`src/rtl/plb2lut.sv`:
```
module plb2lut #(
  parameter int SEL_W = 3,
  localparam int TBL_W = 1 << SEL_W,
  localparam int CTL_W = 6,
  localparam int CFG_W = 2 * TBL_W + CTL_W
) (
  input  logic             clk,
  input  logic             rst_n,
  input  logic             cfg_we,
  input  logic [CFG_W-1:0] cfg_word,
  input  logic [SEL_W:0]   din,
  input  logic             fclk,
  input  logic             ce,
  input  logic             sr,
  output logic             lut_out,
  output logic             cout,
  output logic             ff_q,
  output logic             blk_out
);

  logic [CFG_W-1:0] cfg;
  logic [2:0]       fsync;

  wire [TBL_W-1:0] tc  = cfg[TBL_W-1:0];
  wire [TBL_W-1:0] ts  = cfg[2*TBL_W-1:TBL_W];
  wire [CTL_W-1:0] ctl = cfg[CFG_W-1:2*TBL_W];
  wire [SEL_W-1:0] idx = din[SEL_W-1:0];

  wire s_bit = ts[idx];
  assign cout    = tc[idx];
  assign lut_out = ctl[0] ? (din[SEL_W] ? s_bit : cout) : s_bit;

  wire rise   = fsync[1] & ~fsync[2];
  wire fall   = ~fsync[1] & fsync[2];
  wire evt    = ctl[4] ? fall : rise;
  wire ce_act = ~(ce ^ ctl[1]);
  wire sr_act = ~(sr ^ ctl[2]);
  wire d_ff   = ctl[3] ? lut_out : s_bit;

  always_ff @(posedge clk) begin
    if (!rst_n)      cfg <= '0;
    else if (cfg_we) cfg <= cfg_word;
  end

  always_ff @(posedge clk) begin
    if (!rst_n) begin
      fsync <= '0;
      ff_q  <= 1'b0;
    end else begin
      fsync <= {fsync[1:0], fclk};
      if (evt) begin
        if (sr_act)      ff_q <= 1'b1;
        else if (ce_act) ff_q <= d_ff;
      end
    end
  end

  assign blk_out = ctl[5] ? ff_q : lut_out;

endmodule

```
`config.mk`:
```
export PLATFORM = sky130hd
export DESIGN_NAME = plb2lut
export DESIGN_NICKNAME = d
export VERILOG_FILES = /design/src/rtl/plb2lut.sv
export SDC_FILE = /design/constraint.sdc
export NUM_CORES = 1
export LEC_CHECK = 0
export CAP_MARGIN = 15
export CELL_PAD_IN_SITES_DETAIL_PLACEMENT = 0
export CELL_PAD_IN_SITES_GLOBAL_PLACEMENT = 1
export CORE_ASPECT_RATIO = 1.4
export CORE_UTILIZATION = 39
export CTS_CLUSTER_SIZE = 28
export DETAILED_ROUTE_END_ITERATION = 10
export DONT_BUFFER_PORTS = 1
export PLACE_DENSITY = 0.66
export SETUP_SLACK_MARGIN = 0.2
export SLEW_MARGIN = 20
export SYNTH_ARGS = -nofsm -noshare
export SYNTH_HDL_FRONTEND = slang
export SYNTH_SLANG_ARGS = --single-unit
```
`constraint.sdc`:
```
create_clock -name clk -period 1.8 [get_ports clk]
set_clock_uncertainty 0.15 [all_clocks]
set_input_delay 0.27 -clock clk [delete_from_list [all_inputs] [get_ports clk]]
set_output_delay 0.27 -clock clk [all_outputs]
set_load 0.005 [all_outputs]
```
==> metrics.md, run 1 <==
| Metric | Value |
|---|---|
| Status | finished, violations left |
| Failing checks | setup timing |
| Arr. time, crit path | 1.88 ns |
| Antenna violations before repair | 0 |
| Yosys warning total | 0 |
| # IOs | 36 |
| Pre-CTS setup slack | -0.211 ns |
| Antenna Nets Post-Route | 0 |
| GPL Wtd Cong | 0.636 |
| TritonCTS clock tree | yes |
| Final setup fails | 3 |
| Root Buffer | clkbuf_8 |
| Tot Pwr | 1.14 mW |
| TritonCTS Buffers | 3 |
| Fmax | 435 MHz |
| Final Critical Period | 2.30 ns |
| H-tree depth | 1 |
| Row Count | 23 |
| Die width | 48.1 um |
| Cells after DPL | 141 |
| Yosys reg bits | 26 |
| Die area | 3200 um2 |
| Hpwl dp | 1.49 mm |
| Final Core Density | 47.3% |
| Grt ovf | 0 |
| Layout cell share with drive strength beyond 1 | 24.3% |
| Final nets | 144 |
| Max_cap viols | 0 |
| Slew of the pin with the lowest slew margin | 0.770 ns |
| CP required | 1.38 ns |
| Mapped cell area | 1160 um2 |
| Rel. slew slack | 48.5% |
| Bufs on Longest Clock Path | 2 |
| Post-synth EDFFs | 0 |
| Final hold slack | 0.0149 ns |
| Pwr/cell area | 844 nW/um2 |
| Final hold vios | 0 |
| Worst hold path type | input pin to flip-flop |
| DR vias | 720 |
| Initial Utilization | 40.7% |
| Clock latency on the worst-skew pair | 0.27 ns |
| Die height | 66.5 um |
| Final wirelength | 2.09 mm |
| CTS clk-pin slew, worst paths | 0.09 ns |
| DR WL/cell | 14.1 um |
| Crit end category | primary output |
| CORE AREA | 2850 um2 |
| Library cells used by synthesis | 18 |
| Area Growth Syn to Fin | 16.4% |
| Crit share post-route | 128% |
| Post-route setup TNS | -0.944 ns |
| Sequential-to-total area share from yosys stat | 44.9% |
| Top_reg_cell synth | dfxtp_1 |
| RSZ-0062 raised after global routing | true |
| Max IR drop VDD | 449 uV |
| Antenna Cells | 0 |
| WL met3 | 157 um |
| Vias in the first global route | 656 |
| Vias per cell | 4.86 |
| Layout Cells excl Fill | 148 |
| Residual DRC count | 0 |
| Max layer used | met4 |
| Post-Synthesis Cells | 98 |
| Pin count of the biggest net entering global routing | 27 |
| GRT Total Usage | 14.3% |
| Port bufs | 0 |
| Clk sinks | 26 |
| Final Cell Area | 1350 um2 |
| Async S/R FF share, synth | 0% |
| PnR worst setup slack | -0.497 ns |
| DRT Pass-1 Iters | 4 |
| Worst-path fanout max | 2 |
| Iteration-0 DRC count of the detailed router | 6 |
| Routed wire length on met2 | 996 um |
| Syn Nets | 130 |
| First-pass GRT wire length | 3.00 mm |
| WL met1 | 886 um |
| Worst setup SP type | flip-flop |
| Dpl cell area | 1260 um2 |
| Syn_area_per_cell | 11.8 um2 |
| WS Path Type | flip-flop to primary output |
| Final Max Slew Viols | 0 |
| Leakage power | 0.587 nW |
==> worst paths after layout <==
kind | start | endpoint | slack (ns) | cells after the start
max reg2reg | cfg[7] | ff_q | 0.15 | 5
max | cfg[7] | blk_out | -0.50 | 4
min | cfg_word[13] | cfg[13] | 0.01 | 2
min reg2reg | fsync[0] | fsync[1] | 0.29 | 1
==> power by group <==
part           switching, mW  leakage, nW  internal, mW
sequential            0.0172        0.215         0.608
combinational         0.0409        0.343        0.0953
clock                  0.181       0.0288         0.196
total                  0.239        0.587         0.899
==> cell type report <==
cell class              count  area [um2]
clock buffers               4        55.1
fillers                   273        1500
multi-input cells          67         616
flip-flops and latches     26         522
well taps                  37        46.3
repair buffers             14         110
==> layout by cell type (no fill, tap or decap), drive strengths merged <==
master,netlist,routed
mux2,4,4
a22oi,1,1
nand2b,1,1
dlygate4sd3,0,2
and2,3,3
a21oi,2,2
o21ai,1,1
nor2b,22,22
or3b,1,1
mux4,4,4
dfxtp,26,26
clkbuf,4,4
buf,1,12
xor2,2,2
or2b,1,1
mux2i,23,23
nand3b,2,2
==> flip-flops by register name, indices dropped and copies added, names as in the netlist <==
register / flops
cfg: 22
fsync: 3
ff_q: 1
==> timing repair <==
item	4_1_cts	5_1_grt
pin swaps	0	1
hold buffers	2	0
setup endpoints to repair	4	4
buffers inserted	1	0
resized for setup	1	0
endpoints found under the hold margin	26	0
==> worst max-delay path: stages, from the launching register on <==
cell	delay, ns
dfxtp_1	0.32
mux4_2	0.46
mux2_4	0.27
mux2_4	0.28
mux2_4	0.27
==> routing by layer <==
layer | vias up | track usage [%]
met5 | - | 0
met1 | 323 | 17.0
met2 | 25 | 21.1
met3 | 5 | 4.61
met4 | 0 | 9.38
li1 | 367 | -
==> synth_stat cells, types with 2 or more instances <==
cell,instances,share of area [%]
a21oi_1,2,0.86
and2_1,3,1.6
clkbuf_1,4,1.3
dfxtp_1,26,45
mux2_2,2,1.9
mux2_4,2,2.6
mux2i_1,23,20
mux4_1,3,6.8
nand3b_1,2,1.3
nor2b_1,22,12
xor2_1,2,1.5
==> cell families after synthesis <==
family	Yosys count	synth area share, %
multiplexers	31	33.2
AND/OR/NAND/NOR	30	16.8
flip-flops	26	44.9
buffers and inverters	5	1.62
AO/OA/AOI/OAI	4	1.94
XOR/XNOR	2	1.51
No activity file was read; power rests on OpenSTA's default activity.
==> run 2, diff against run 1 <==
--- a/config.mk
+++ b/config.mk
@@ -10,12 +10,13 @@
 export CELL_PAD_IN_SITES_GLOBAL_PLACEMENT = 1
 export CORE_ASPECT_RATIO = 1.4
 export CORE_UTILIZATION = 39
+export CTS_CLUSTER_DIAMETER = 200
 export CTS_CLUSTER_SIZE = 28
 export DETAILED_ROUTE_END_ITERATION = 10
 export DONT_BUFFER_PORTS = 1
 export PLACE_DENSITY = 0.66
 export SETUP_SLACK_MARGIN = 0.2
-export SLEW_MARGIN = 20
+export SLEW_MARGIN = 25
 export SYNTH_ARGS = -nofsm -noshare
 export SYNTH_HDL_FRONTEND = slang
 export SYNTH_SLANG_ARGS = --single-unit
==> results of run 2 <==
Final layout, timing and power as in run 1 (identical DEF).
